--- src/rtl/mbox_pkg.sv ---
package mbox_pkg;

    localparam int BUF_DEPTH = 64;
    localparam int PTR_W     = $clog2(BUF_DEPTH);
    localparam int IDX_W     = PTR_W + 1;
    localparam int HDR_BYTES = 7;
    localparam int MIN_COUNT = 7;

    localparam logic [15:0] WIN_BASE     = 16'hFE00;
    localparam logic [15:0] WIN_LAST     = 16'hFFDF;
    localparam logic [15:0] PTR_CLR_ADDR = 16'hFFE0;
    localparam logic [15:0] STAT_ADDR    = 16'hFFF0;
    localparam logic [15:0] CRC_POLY     = 16'h8005;
    localparam logic [7:0]  IDLE_BYTE    = 8'hFF;

    typedef enum logic [1:0] {
        RGN_NONE,
        RGN_WIN,
        RGN_PCLR,
        RGN_STAT
    } region_e;

    typedef struct packed {
        logic [4:0] rsvd;
        logic       err;
        logic       rdy;
        logic       busy;
    } status_t;

    typedef struct packed {
        logic [7:0]  count;
        logic [7:0]  opcode;
        logic [7:0]  mode;
        logic [15:0] param1;
        logic [15:0] param2;
    } cmd_t;

    // One byte of CRC-16, most significant data bit first.
    function automatic logic [15:0] crc_step(input logic [15:0] c, input logic [7:0] d);
        logic [15:0] r;
        r = c;
        for (int i = 7; i >= 0; i--) begin
            if (r[15] ^ d[i]) r = {r[14:0], 1'b0} ^ CRC_POLY;
            else              r = {r[14:0], 1'b0};
        end
        return r;
    endfunction

    // Next pointer value, holding at the last index.
    function automatic logic [PTR_W-1:0] ptr_adv(input logic [PTR_W-1:0] p);
        return (p == PTR_W'(BUF_DEPTH - 1)) ? p : p + 1'b1;
    endfunction

endpackage

--- src/rtl/mbox_decode.sv ---
module mbox_decode
    import mbox_pkg::*;
(
    input  logic [15:0] addr,
    output region_e     rgn
);
    always_comb begin
        if (addr >= WIN_BASE && addr <= WIN_LAST) rgn = RGN_WIN;
        else if (addr == PTR_CLR_ADDR)            rgn = RGN_PCLR;
        else if (addr == STAT_ADDR)               rgn = RGN_STAT;
        else                                      rgn = RGN_NONE;
    end
endmodule

--- src/rtl/mbox_crc_acc.sv ---
module mbox_crc_acc
    import mbox_pkg::*;
(
    input  logic        clk,
    input  logic        rst,
    input  logic        clr,
    input  logic        en,
    input  logic [7:0]  din,
    output logic [15:0] crc
);
    always_ff @(posedge clk) begin
        if (rst)      crc <= '0;
        else if (clr) crc <= en ? crc_step(16'h0000, din) : 16'h0000;
        else if (en)  crc <= crc_step(crc, din);
    end
endmodule

--- src/rtl/mbox_store.sv ---
module mbox_store
    import mbox_pkg::*;
#(
    parameter int DEPTH = BUF_DEPTH,
    parameter int AW    = $clog2(DEPTH),
    parameter int HDR   = HDR_BYTES
) (
    input  logic             clk,
    input  logic             rst,
    input  logic             bus_we,
    input  logic [AW-1:0]    bus_idx,
    input  logic [7:0]       bus_d,
    input  logic             side_we,
    input  logic [AW-1:0]    side_idx,
    input  logic [7:0]       side_d,
    input  logic [AW-1:0]    rd_idx,
    output logic [7:0]       rd_d,
    output logic [HDR*8-1:0] hdr
);
    logic [7:0] mem [DEPTH];

    always_ff @(posedge clk) begin
        if (rst) begin
            for (int i = 0; i < DEPTH; i++) mem[i] <= '0;
        end else if (bus_we) begin
            mem[bus_idx] <= bus_d;
        end else if (side_we) begin
            mem[side_idx] <= side_d;
        end
    end

    assign rd_d = mem[rd_idx];

    for (genvar g = 0; g < HDR; g++) begin : g_hdr
        assign hdr[g*8 +: 8] = mem[g];
    end
endmodule

--- src/rtl/mbox_ctrl.sv ---
module mbox_ctrl
    import mbox_pkg::*;
(
    input  logic             clk,
    input  logic             rst,
    input  logic             bus_wr,
    input  logic             bus_rd,
    input  logic [15:0]      bus_addr,
    input  logic [7:0]       bus_wdata,
    input  logic             bus_end,
    output logic [7:0]       bus_rdata,
    input  logic             rsp_we,
    input  logic [PTR_W-1:0] rsp_idx,
    input  logic [7:0]       rsp_data,
    input  logic             rsp_done,
    output logic             cmd_valid,
    output logic [7:0]       cmd_count,
    output logic [7:0]       cmd_opcode,
    output logic [7:0]       cmd_mode,
    output logic [15:0]      cmd_param1,
    output logic [15:0]      cmd_param2
);
    region_e              rgn;
    logic [PTR_W-1:0]     ptr_q;
    logic [IDX_W-1:0]     wcnt_q;
    logic [7:0]           cnt_q;
    logic [15:0]          crc_rx_q;
    logic [15:0]          crc_calc;
    logic                 in_burst_q, burst_ok_q;
    logic                 busy_q, rdy_q, err_q;
    logic                 valid_q;
    cmd_t                 cmd_q;
    logic [7:0]           store_rd;
    logic [HDR_BYTES*8-1:0] hdr;

    logic             wr_win, first, start_ok, accept, crc_en, hi_cap, lo_cap;
    logic             end_evt, len_ok, good, done_evt;
    logic [IDX_W-1:0] idx;
    logic [7:0]       idx8, cnt_eff;
    status_t          stat;

    mbox_decode u_dec (.addr(bus_addr), .rgn(rgn));

    always_comb begin
        wr_win   = bus_wr && (rgn == RGN_WIN) && !busy_q;
        first    = wr_win && !in_burst_q;
        start_ok = first && (bus_addr == WIN_BASE);
        idx      = first ? '0 : wcnt_q;
        idx8     = 8'(idx);
        cnt_eff  = first ? bus_wdata : cnt_q;
        accept   = wr_win && (first ? start_ok : burst_ok_q)
                 && (idx8 < 8'(BUF_DEPTH)) && (first || idx8 < cnt_q);
        crc_en   = accept && (idx8 + 8'd2 < cnt_eff);
        hi_cap   = accept && (idx8 + 8'd2 == cnt_eff);
        lo_cap   = accept && (idx8 + 8'd1 == cnt_eff);
        end_evt  = bus_end && in_burst_q;
        len_ok   = (cnt_q >= 8'(MIN_COUNT)) && (cnt_q <= 8'(BUF_DEPTH))
                 && (8'(wcnt_q) == cnt_q);
        good     = end_evt && burst_ok_q && len_ok && (crc_calc == crc_rx_q);
        done_evt = rsp_done && busy_q;
    end

    mbox_crc_acc u_crc (
        .clk(clk), .rst(rst), .clr(start_ok), .en(crc_en),
        .din(bus_wdata), .crc(crc_calc)
    );

    mbox_store #(.DEPTH(BUF_DEPTH)) u_store (
        .clk(clk), .rst(rst),
        .bus_we(accept), .bus_idx(idx[PTR_W-1:0]), .bus_d(bus_wdata),
        .side_we(rsp_we), .side_idx(rsp_idx), .side_d(rsp_data),
        .rd_idx(ptr_q), .rd_d(store_rd), .hdr(hdr)
    );

    always_ff @(posedge clk) begin
        if (rst) begin
            ptr_q      <= '0;
            wcnt_q     <= '0;
            cnt_q      <= '0;
            crc_rx_q   <= '0;
            in_burst_q <= 1'b0;
            burst_ok_q <= 1'b0;
            busy_q     <= 1'b0;
            rdy_q      <= 1'b0;
            err_q      <= 1'b0;
            valid_q    <= 1'b0;
            cmd_q      <= '0;
        end else begin
            valid_q <= good;
            if (good) begin
                busy_q <= 1'b1;
                cmd_q  <= '{count:  hdr[7:0],
                            opcode: hdr[15:8],
                            mode:   hdr[23:16],
                            param1: {hdr[31:24], hdr[39:32]},
                            param2: {hdr[47:40], hdr[55:48]}};
            end else if (end_evt) begin
                err_q <= 1'b1;
            end
            if (done_evt) begin
                busy_q <= 1'b0;
                rdy_q  <= 1'b1;
            end
            if (start_ok) begin
                err_q <= 1'b0;
                rdy_q <= 1'b0;
            end
            if (first) begin
                in_burst_q <= 1'b1;
                burst_ok_q <= start_ok;
            end else if (end_evt) begin
                in_burst_q <= 1'b0;
            end
            if (accept) wcnt_q <= idx + 1'b1;
            if (start_ok) cnt_q <= bus_wdata;
            if (hi_cap) crc_rx_q[15:8] <= bus_wdata;
            if (lo_cap) crc_rx_q[7:0]  <= bus_wdata;
            if (bus_wr && rgn == RGN_PCLR)       ptr_q <= '0;
            else if (done_evt)                   ptr_q <= '0;
            else if (accept)                     ptr_q <= ptr_adv(idx[PTR_W-1:0]);
            else if (bus_rd && rgn == RGN_WIN)   ptr_q <= ptr_adv(ptr_q);
        end
    end

    always_comb begin
        stat = '{rsvd: '0, err: err_q, rdy: rdy_q, busy: busy_q};
        unique case (rgn)
            RGN_WIN:  bus_rdata = store_rd;
            RGN_STAT: bus_rdata = stat;
            default:  bus_rdata = IDLE_BYTE;
        endcase
    end

    assign cmd_valid  = valid_q;
    assign cmd_count  = cmd_q.count;
    assign cmd_opcode = cmd_q.opcode;
    assign cmd_mode   = cmd_q.mode;
    assign cmd_param1 = cmd_q.param1;
    assign cmd_param2 = cmd_q.param2;
endmodule

--- config.mk ---
export PLATFORM = sky130hd
export DESIGN_NAME = mbox_ctrl
export DESIGN_NICKNAME = d
export VERILOG_FILES = /design/src/rtl/mbox_pkg.sv /design/src/rtl/mbox_decode.sv /design/src/rtl/mbox_crc_acc.sv /design/src/rtl/mbox_store.sv /design/src/rtl/mbox_ctrl.sv
export SDC_FILE = /design/constraint.sdc
export NUM_CORES = 1
export LEC_CHECK = 0
export ABC_CLOCK_PERIOD_IN_PS = 17700
export BUFFER_PORTS_ARGS = -buffer_cell sky130_fd_sc_hd__clkbuf_2
export CAP_MARGIN = 20
export CORE_ASPECT_RATIO = 1.25
export CORE_MARGIN = 2
export CORE_UTILIZATION = 36
export DETAILED_ROUTE_END_ITERATION = 16
export GPL_TIMING_DRIVEN = 1
export PLACE_DENSITY = 0.53
export SLEW_MARGIN = 5
export SYNTH_ARGS = -nofsm -noshare
export SYNTH_HDL_FRONTEND = slang
export SYNTH_HIERARCHICAL = 1
export SYNTH_SLANG_ARGS = --single-unit
--- constraint.sdc ---
create_clock -name clk -period 17.7 [get_ports clk]
set_clock_uncertainty 0.1 [all_clocks]
set_input_delay 2.655 -clock clk [delete_from_list [all_inputs] [get_ports clk]]
set_output_delay 2.655 -clock clk [all_outputs]
set_load 0.01 [all_outputs]
# After elaboration in Yosys (flattened, before gate mapping)
# Memories as Yosys holds them, arrays and structs flattened. A register that Yosys moved wholly into a read port is not among the register bits.
# Cells that the tools add are included.
[word_totals]
reg_bits = 59
latch_bits = 0
ram_bits = 512
mem_bits_ro = 0
inputBits = 45
output_inout_bits = 65
word_cells = 186
n_memories = 1
[op_classes]
n_addsub = 5
multipliers = 0
div = 0
magnitude_cmp = 7
n_eq_ne = 13
shift = 0
mux = 84
bitwise = 31
reduce_logical = 33
[mem_list]
columns = ["name", "words", "width", "read_ports", "rd_ports_with_merged_regs", "wr", "line_no", "text"]
rows = [
  ["u_store.mem", 64, 8, 8, 8, 64, "mbox_store.sv:20", "logic [7:0] mem [DEPTH];"],
]
[ops]
columns = ["operator", "n"]
rows = [
  ["$mux 16", 54],
  ["$eq 16x16->1 const B", 3],
  ["$mux 6", 8],
  ["$not 3->3", 15],
  ["$mux 8", 3],
  ["$logic_and 1x1->1", 20],
  ["$eq 16x16->1", 1],
  ["$eq 8x8->1", 2],
  ["$ge 16x16->1 const B", 1],
  ["$le 16x16->1 const B", 1],
  ["$pmux 8 s2", 1],
  ["$reduce_or 8->1", 2],
  ["$xor 1x1->1", 15],
  ["$mux 1", 14],
  ["$add 6x1->6 const B", 2],
  ["$eq 6x6->1 const B", 2],
  ["$add 7x1->8 const B", 1],
  ["$add 7x2->8 const B", 1],
  ["$eq 7x8->1", 1],
  ["$ge 8x3->1 const B", 1],
  ["$le 8x7->1 const B", 1],
  ["$lt 7x8->1", 1],
  ["$lt 8x8->1", 1],
  ["$add 7x1->7 const B", 1],
  ["13 further kinds", 21],
]

# Depth between registers and ports, before layout
[logic_depth]
word_depth = 51
ltp_mapped = 23
mapped_depth_nobuf = 18

# Modules after synthesis
# Netlist, hierarchy kept.
[modules_own_cells]
columns = ["module", "instances", "cells_each", "area_per_inst_um2", "seq_area_each_um2"]
rows = [
  ["mbox_store", 1, 1588, 22838.2, 15374.7],
  ["mbox_ctrl", 1, 571, 5054.8, 1981.9],
  ["mbox_crc_acc", 1, 115, 1049.8, 320.3],
  ["mbox_decode", 1, 7, 48.8, 0.0],
]

# Worst setup path after synthesis
# No wires, ideal clock.
[synth_timing]
path_kind = "input port to flip-flop"
start = "input port bus_addr[0]"
end = "memory u_store.mem[19][0] (enable)"
setup_ns = 0.334
arrival_ns = 7.610
required_time_ns = 17.266
path_slack_ns = 9.655
stages = 21
path_buffers = 3
cell_sequence = "nor4_1 a21oi_1 nor2_1 and4bb_1 nand2b_1 buf_2 clkbuf_1 and2_1 ha_1 nor2b_1 nand2_1 a2111o_1 o21ai_1 o31a_1 clkbuf_1 inv_1 nor3b_1 mux2_2 nor2_1 nand2_1 nand2b_1"
[synth_lines]
columns = ["item", "line_no", "text"]
rows = [
  ["start, declared", "mbox_ctrl.sv:8", "input logic [15:0] bus_addr,"],
  ["end, declared", "mbox_store.sv:20", ""],
]

==> results.cfg <==
[worst_setup_path]
crit_path_end_kind = flip-flop
cpMostUsedCell = nand2b_1
crit_chain = clkbuf_2 -> nor4_1 -> a21oi_1 -> nor2_1 -> and4bb_1 -> nand2b_1 -> and2_1 -> ha_1 -> nor2b_1 -> nand2_1 -> a2111o_1 -> o21ai_1 -> o31a_1 -> inv_1 -> or3b_2 -> mux2_4 -> nor3_4 -> nand2_2 -> nand2b_1
crit_path_max_fanout = 22
critPathKind = primary input to flip-flop
max_stage_delay_ns = 0.94
cp_slowest_cell = or3b_2
cp_data_arrival_time_ns = 10.48
cp-start-kind = primary input
cp.required_ns = 17.86

[layout]
multi_input_area_mm2 = 0.0107
final_util_pct = 40.9
area_growth_pct = 12.9
final_area_mm2 = 0.0327
diodes = 0
fillers = 7469
seq_area_mm2 = 0.0177
drive_gt1_share_pct = 18.5
final_nets = 2397

[route]
vias = 18900
firstDrtPassIters = 5
drt_iter0_markers = 1722
drc = 0
post_drt_wl_per_cell_um = 25.0
drtAntennaViolNets = 0
wl_um = 86500
viasPerCell = 5.48

[power_and_ir_drop]
p_leak_nw = 12.0
ir_drop_v = 0.0000572
cellPowerDensity_mw_per_mm2 = 98.2

[logic_synthesis]
synthAdderAreaFrac_pct = 0.518
ys_seq_elements = 627
synth-edff-count = 512
synthSimpleGateAreaFrac_pct = 15.4
synth_nets = 2338
netlist_instances = 2281
synth_top_family_by_area = simple AND/OR/NAND/NOR gates
synth.avg_cell_area_um2 = 12.7
synth-compound-area-share_pct = 3.76
ys_warn_count = 6
ys_seq_area_share_pct = 61.0
ys_types = 75
synthXorXnorAreaFrac_pct = 2.44
synth-main-ff-cell = edfxtp_1
synth_area_mm2 = 0.0290
postSynth.asyncResetShare_pct = 0
muxShareOfSynthArea_pct = 14.5

[die]
io_pins = 110
die_h_um = 321
core-area_mm2 = 0.0800
dieArea_mm2 = 0.0828
die_w_um = 258
std_cell_rows = 116
initial_core_util_pct = 36.3

[clocking]
cts_max_path_buffers = 3
h-tree-depth = 3
post_cts_resize_count = 0
numClockSinks = 627
root_buffer = clkbuf_16
cts_tree = done
cts-buffers-inserted = 68
hold_buffers = 0
post_cts_buffers = 0
clk_pin_slew_ns = 0.06
clock_latency_ns = 0.61

[placement]
place_hpwl_um = 57000
gp_congestion = 0.869
io_buffers = 109
place_area_mm2 = 0.0305

[timing]
slew-limit-headroom_pct = 20.6
rsz0062_at_grt = no
maxSlewViolCount = 0
period_share_pct = 58.3
period_minus_slack_ns = 10.31
final-setup-viol-count = 0
tns_ns = 0
tightest_slew_ns = 1.19
finalHoldViolCount = 0
holdWs_ns = 0.357
max_freq_ghz = 0.0970

[global_route]
gr-total-overflow = 0
grt_pass1_wl_um = 127000
grt_pass1_vias = 19100
grt_max_degree = 71
grtUsageTotal_pct = 20.7
antenna_found_initial = 5

[min_path]
hp-class = flip-flop to flip-flop

[flow_run]
drv_cap = 0

[run_status]
status = completed
-- synthesized netlist by cell type (25+ instances only) --
library cell,count,area (um2)
xor2_1,25,219
nor2_1,632,2370
nand2_2,40,250
clkbuf_1,91,342
a21oi_1,43,215
edfxtp_1,512,15400
dfxtp_1,115,2300
nand2_1,68,255
mux4_2,120,2700
xnor2_1,43,377
buf_2,36,180
nand2b_1,97,607
mux2i_1,115,1150
-- layer usage --
layer | global-route usage (%) | vias to the layer above | share of wire, %
li1 | - | 8385 | -
met1 | 26.5 | 9694 | 41
met2 | 35.9 | 726 | 50
met3 | 3.33 | 126 | 6.3
met4 | 6.76 | 8 | 2.8
met5 | 0 | - | 0.075
-- kinds of logic after synthesis --
kind of cell,count (synthesis)
AOI/OAI and AO/OA,162
buffers and inverters,162
DFF,627
and+or+nand+nor,983
adders and majority gates,12
xor gates and xnor gates,73
muxes,262
-- final cells by class --
class	count	area share (%)
Tap cell	1062	4.06
Timing Repair Buffer	132	2.21
Clock inverter	36	0.998
Clock buffer	89	5.67
Sequential cell	627	54.1
Inverter	19	0.218
Multi-Input combinational cell	1492	32.8
-- layout by cell type, fill, tap and decap left out, types with 43 or more instances in the layout --
master	netlist	layout
edfxtp_1	512	512
nand2b_1	97	97
clkbuf_2	0	108
nor2_1	632	632
clkbuf_16	0	70
a21oi_1	43	43
xnor2_1	43	43
dfxtp_1	115	112
mux4_2	120	120
nand2_1	68	68
mux2i_1	115	115
-- metrics by stage --
| stage | instances | setup slack [ns] | power, W |
|---|---|---|---|
| 6_report | 3457 | 7.39 | 0.00321 |
| 5_1_grt | 3457 | 7.01 | 0.00331 |
| 3_5_place_dp | 3332 | 6.89 | 0.00184 |
| 4_1_cts | 3457 | 7.50 | 0.00324 |
| 3_3_place_gp | 3332 | 7.12 | 0.00184 |
| 2_1_floorplan | 2281 | 9.66 | 0.00177 |
-- where the power goes --
group / total [W] / switching [W] / internal [W]
Sequential: 0.00165 / 0.0000199 / 0.00163
Combinational: 0.000160 / 0.000116 / 0.0000443
Clock: 0.00140 / 0.000585 / 0.000816
-- flip-flops by register name (all words and copies together), names as in the netlist, 6 cells and up --
name / cells
cmd_param2: 16
u_store/mem: 512
u_crc/crc: 16
cmd_opcode: 8
cnt_q: 8
cmd_mode: 8
crc_rx_q: 16
cmd_param1: 16
ptr_q: 6
cmd_count: 8
wcnt_q: 7
-- path summary, 6_finish.rpt --
path               startpoint                  to  slack [ns]  cells after the start
hold reg to reg    burst_ok_q          burst_ok_q        0.36                      2
setup reg to reg       busy_q  u_store/mem[32][4]       10.43                     15
setup / recovery  bus_addr[0]  u_store/mem[32][4]        7.39                     19
hold / removal     burst_ok_q          burst_ok_q        0.36                      2
-- critical path: cells and delay by family --
| kind | cells | cell delay (ns) |
|---|---|---|
| AO/OA/AOI/OAI | 4 | 1.49 |
| AND/OR/NAND/NOR | 11 | 5.11 |
| adder cells (fa/ha/maj) | 1 | 0.28 |
| buffers and inverters | 2 | 0.39 |
| multiplexers | 1 | 0.51 |
No activity file was read; power rests on OpenSTA's default activity.
